File: config.mk
export PLATFORM = sky130hd
export DESIGN_NAME = spi_sel_slave
export DESIGN_NICKNAME = d
export VERILOG_FILES = /design/src/rtl/spi_sel_slave.sv
export SDC_FILE = /design/constraint.sdc
export NUM_CORES = 1
export LEC_CHECK = 0
export ABC_AREA = 1
export BUFFER_PORTS_ARGS = -buffer_cell sky130_fd_sc_hd__buf_4
export CAP_MARGIN = 20
export CORE_UTILIZATION = 37
export DETAILED_ROUTE_END_ITERATION = 10
export GPL_ROUTABILITY_DRIVEN = 0
export GPL_TIMING_DRIVEN = 0
export PLACE_DENSITY = 0.6
export SYNTH_ARGS = -nofsm -noshare
export SYNTH_HDL_FRONTEND = slang
export SYNTH_SLANG_ARGS = --single-unit
File: constraint.sdc
create_clock -name clk -period 3.21 [get_ports clk]
set_input_delay 0.321 -clock clk [delete_from_list [all_inputs] [get_ports clk]]
set_output_delay 0.321 -clock clk [all_outputs]
set_load 0.005 [all_outputs]
File: src/rtl/spi_sel_slave.sv
module spi_sel_slave #(
  parameter int          DW        = 8,
  parameter logic [3:0]  MODE_SEL  = 4'b0100,
  parameter logic [3:0]  MODE_FREE = 4'b0101
) (
  input  logic          clk,
  input  logic          rst_n,
  input  logic          enable,
  input  logic [3:0]    cfg_mode,
  input  logic          cfg_idle_hi,
  input  logic          cfg_edge,
  input  logic          sck,
  input  logic          ss_n,
  input  logic          sdi,
  output logic          sdo,
  output logic          sdo_oe,
  input  logic [DW-1:0] tx_data,
  input  logic          tx_wr,
  output logic [DW-1:0] rx_data,
  input  logic          rx_rd,
  output logic          irq,
  input  logic          irq_clr,
  output logic          rx_ovf,
  output logic          wr_col,
  input  logic          err_clr,
  output logic          cfg_err
);

  localparam int            CW       = (DW > 1) ? $clog2(DW) : 1;
  localparam logic [CW-1:0] LAST_IDX = CW'(DW - 1);

  logic [2:0]    sck_q;
  logic [1:0]    ss_q;
  logic [1:0]    sdi_q;
  logic [CW-1:0] cnt;
  logic          act;
  logic [DW-1:0] rx_sh, tx_sh, tx_buf, rx_buf, rx_word;
  logic          rx_full;
  logic          sel_mode, free_mode, run;
  logic          sck_act, sck_was, lead, trail;
  logic          samp, shft, start, last;

  always_ff @(posedge clk or negedge rst_n) begin
    if (!rst_n) begin
      sck_q <= '0;
      ss_q  <= '1;
      sdi_q <= '0;
    end else begin
      sck_q <= {sck_q[1:0], sck};
      ss_q  <= {ss_q[0], ss_n};
      sdi_q <= {sdi_q[0], sdi};
    end
  end

  assign sel_mode  = (cfg_mode == MODE_SEL);
  assign free_mode = (cfg_mode == MODE_FREE);
  assign cfg_err   = enable && free_mode && cfg_edge;
  assign run       = enable && !cfg_err && (free_mode || (sel_mode && !ss_q[1]));

  assign sck_act = sck_q[1] ^ cfg_idle_hi;
  assign sck_was = sck_q[2] ^ cfg_idle_hi;
  assign lead    = sck_act && !sck_was;
  assign trail   = !sck_act && sck_was;

  assign samp    = run && (cfg_edge ? trail : lead);
  assign shft    = run && act && (cfg_edge ? lead : trail);
  assign start   = run && !act && cfg_edge && lead;
  assign last    = samp && (cnt == LAST_IDX);
  assign rx_word = {rx_sh[DW-2:0], sdi_q[1]};

  always_ff @(posedge clk or negedge rst_n) begin
    if (!rst_n) begin
      cnt   <= '0;
      act   <= 1'b0;
      rx_sh <= '0;
      tx_sh <= '0;
    end else if (!run) begin
      cnt   <= '0;
      act   <= 1'b0;
      tx_sh <= tx_buf;
    end else begin
      if (samp) begin
        rx_sh <= rx_word;
        cnt   <= last ? '0 : cnt + CW'(1);
      end
      if (last)               act <= 1'b0;
      else if (samp || start) act <= 1'b1;
      if (!act)      tx_sh <= tx_buf;
      else if (shft) tx_sh <= {tx_sh[DW-2:0], 1'b0};
    end
  end

  always_ff @(posedge clk or negedge rst_n) begin
    if (!rst_n) begin
      tx_buf  <= '0;
      rx_buf  <= '0;
      rx_full <= 1'b0;
      irq     <= 1'b0;
      rx_ovf  <= 1'b0;
      wr_col  <= 1'b0;
    end else begin
      if (err_clr) begin
        rx_ovf <= 1'b0;
        wr_col <= 1'b0;
      end
      if (tx_wr) begin
        if (act) wr_col <= 1'b1;
        else     tx_buf <= tx_data;
      end
      if (irq_clr) irq     <= 1'b0;
      if (rx_rd)   rx_full <= 1'b0;
      if (last) begin
        irq <= 1'b1;
        if (rx_full) rx_ovf <= 1'b1;
        else begin
          rx_buf  <= rx_word;
          rx_full <= 1'b1;
        end
      end
    end
  end

  assign rx_data = rx_buf;
  assign sdo_oe  = enable && !cfg_err && (free_mode || (sel_mode && !ss_n));
  assign sdo     = sdo_oe && !(cfg_edge && !act) && tx_sh[DW-1];


  abort_cnt_chk: assert property (@(posedge clk) disable iff (!rst_n)
    (!enable || (sel_mode && ss_q[1])) |=> (cnt == '0 && !act));


  irq_src_chk: assert property (@(posedge clk) disable iff (!rst_n)
    $rose(irq) |-> ($past(cnt) == LAST_IDX && $past(run)));


  no_overflow_chk: assert property (@(posedge clk) disable iff (!rst_n)
    (last && rx_full) |=> (rx_ovf && $stable(rx_data)));


  wr_col_chk: assert property (@(posedge clk) disable iff (!rst_n)
    (tx_wr && act) |=> (wr_col && $stable(tx_buf)));


  cfg_inert_chk: assert property (@(posedge clk) disable iff (!rst_n)
    cfg_err |=> !act);

endmodule

==> flow_summary_export.csv <==
group,metric,value,unit
critical_path,setup.worst_path.start,"act$_DFFE_PN0P_",
cells_and_area,diodes,0,
power_and_ir_drop,power_density,454.2,nW/um^2
grt,grt-busiest-layer,"met2",
cts,clk_latency,290,ps
power_and_ir_drop,peakVddDrop,0.2567,mV
routing,totalWireLength,4408,um
critical_path,rr_startpoint,"cnt[0]$_DFFE_PN0P_",
power_and_ir_drop,p_sw_share,23.60,%
sta,post-route-period-util,51.82,%
cells_and_area,multi_input_area,833.3,um^2
critical_path,path_class,"reg -> out",
grt,grtUsageMet2,28.14,%
power_and_ir_drop,p_comb_share,10.0,%
cells_and_area,drive_gt1_share,20.33,%
routing,drt_iter0_drc,113,
grt,grt_util_met1,20.74,%
sta,final-setup-viol-count,0,
logic_synthesis,seq_area_frac_synth,54.46,%
routing,ant_nets,0,
logic_synthesis,syn-mean-instance-area,8.307,um^2
cts,clock_path_buffers,2,
cts,cts_tree,"yes",
grt,grt_pass1_vias,1757,
cells_and_area,fill_cells,560,
logic_synthesis,synthXorXnorAreaFrac,0,%
critical_path,reg2regPathDepth,6,
sta,hold_viol,0,
die,die_w,77.67,um
sta,worstMarginPinSlew,584.7,ps
routing,vias,1774,
cts,post_cts_buffers,0,
logic_synthesis,synthDistinctLibCells,24,
critical_path,cp_max_fo,10,
logic_synthesis,synthSimpleGateAreaFrac,29.30,%
sta,rsz0062_at_grt,"no",
cells_and_area,synthToLayoutAreaGrowth,22.39,%
grt,grtUsageMet3,3.412,%
sta,timing.fmax,601.1,MHz
power_and_ir_drop,power_frac_clock,35.9,%
cts,cts.hold.buffers_added,0,
routing,drc,0,
grt,gr-usage-all-layers,16.29,%
die,rows,27,
routing,via_per_inst,4.769,
cts,clk_pin_slew,80,ps
sta,fin_tns_setup,0,ps
grt,grt_overflow,0,
logic_synthesis,synthAdderAreaFrac,1.181,%
cts,cts_buffers,5,
cts,cts_root_buffer,"clkbuf_8",
routing,first_pass_iters,4,
cts,cts-resized-gates,0,
power_and_ir_drop,p_seq_share,54.1,%
cells_and_area,regArea,1154,um^2
grt,antenna_found_initial,0,
power_and_ir_drop,p_switching,0.2779,mW
die,start_util,38.47,%
grt,grt_first_pass_wirelength,7790,um
power_and_ir_drop,leakagePower,1.365,nW
logic_synthesis,muxShareOfSynthArea,0.5316,%
logic_synthesis,synth_compound_area_share,8.328,%
placement,dpl.hpwl,3099,um
logic_synthesis,synth_top_family_by_area,"simple AND/OR/NAND/NOR gates",
run_status,status,"finished, final reports clean",
critical_path,crit_path_start_kind,"flop",
die,io_pins,38,
sta,skew,6.926,ps
placement,portBuffers,37,
cts,cts.sinks,46,
logic_synthesis,yosysWarnings,0,
min_path,hold_path_class,"in -> async",
die,fp.dieH,77.67,um
logic_synthesis,synthCells,255,
die,core_area,5507,um^2
power_and_ir_drop,power.internal,0.8996,mW
grt,grt_start_max_net_pins,47,
sta,relSlewSlack,61.02,%
routing,routedWlPerCell,11.85,um
cts,h-tree-depth,2,
critical_path,worstPathRequired,2890,ps
sta,timing.hold.ws,26.57,ps
cells_and_area,fin_nets,325,
logic_synthesis,ys_ff_latch,46,
sta,finalMaxSlewViolations,0,
die,die_area,6032,um^2
sta,period_minus_slack,1664,ps
flow_run,drv_cap,0,
logic_synthesis,syn_area,2118,um^2
logic_synthesis,synth_fp_nets,281,
critical_path,critPathCaptureType,"output pin",
critical_path,worstPathArrival,1340,ps
## path summary, 6_finish.rpt
path / endpoint / slack, ps
max in group asynchronous: tx_sh[3]$_DFFE_PN0P_ / 2790
min in group clk: sck_q[0]$_DFF_PN0_ / 130
worst min-delay path: sck_q[2]$_DFF_PN0_ / 30
worst max register to register: act$_DFFE_PN0P_ / 1680
worst max-delay path: sdo / 1550
worst min register to register: sck_q[1]$_DFF_PN0_ / 360
## sequential cells by signal (all words and copies together), names as in the netlist
register,cells
rx_sh,7
ss_q,2
act,1
sdi_q,2
tx_buf,8
cnt,3
rx_data,8
irq,1
rx_full,1
wr_col,1
rx_ovf,1
tx_sh,8
sck_q,3
## per-layer routing
layer  up-vias  wire [um]
li1        897          -
met1       838       2034
met2        34       2154
met3         5        171
met4         0         46
met5         -          0
## per-stage QoR
stage | std cells | power, mW | setup WS (ps) | instance area, um^2 | util [%]
2_1_floorplan | 255 | 0.7118 | 1865 | 2118 | -
3_3_place_gp | 364 | 0.7640 | 1496 | 2486 | 45.15
3_5_place_dp | 364 | 0.7685 | 1491 | 2486 | 45.15
4_1_cts | 372 | 1.195 | 1522 | 2592 | 47.08
5_1_grt | 372 | 1.238 | 1476 | 2592 | 47.08
6_report | 372 | 1.178 | 1546 | 2592 | 47.08
## area by class of cell
cell class                      instances  share of cell area [%]
Clock buffer                            7                   2.944
Timing Repair Buffer                   37                   10.71
Multi-Input combinational cell        179                   32.14
Sequential cell                        46                   44.50
Inverter                               23                   3.330
Buffer                                  7                   1.737
Tap cell                               72                   3.475
Clock inverter                          1                   1.158
## worst max-delay path, stage by stage (launching register included)
cell and delay (ps):
dfrtp_1 360, buf_2 190, inv_1 120, nand2_1 80
and3_1 180, buf_4 130
## cell usage in the layout, fill, tap and decap left out, types with 3 or more instances in the layout
cell type	n
dfrtp_1	44
a21oi_1	8
buf_2	3
nand4_1	8
clkbuf_1	4
o21ai_0	23
clkbuf_8	5
nor2_1	13
nor2_4	4
nand2_1	105
buf_4	37
inv_1	21
nand3_1	5
## logic make-up (layout without fill, tap and decap cells)
logic type	after synthesis	in the layout
buffers and inverters	30	75
muxes	1	1
adders and majority gates	2	2
AOI/OAI and AO/OA	34	34
and+or+nand+nor	142	142
DFF	46	46
## power by group through the flow
stage               Sequential, mW  Clock [mW]  Combinational, mW
finish                       0.637       0.422              0.118
global placement             0.648           0              0.116
floorplan                    0.644           0             0.0678
global route                 0.643       0.459              0.136
detailed placement           0.649           0              0.120
CTS                          0.637       0.437              0.120
## Yosys cell counts (all sizes together)
cell / n / share of area, %
inv: 23 / 4.1
buf: 5 / 1.8
and3: 1 / 0.30
a22o: 1 / 0.41
mux2: 1 / 0.53
ha: 2 / 1.2
o211ai: 1 / 0.35
nand2: 108 / 20
nand4: 9 / 3.0
o21ai: 24 / 5.7
nand3: 5 / 1.2
a21oi: 8 / 1.9
nor2: 17 / 4.4
clkbuf: 2 / 0.35
dfstp: 2 / 2.5
dfrtp: 44 / 52
nand3b: 2 / 0.71
Power figures use the tool's default switching activity.
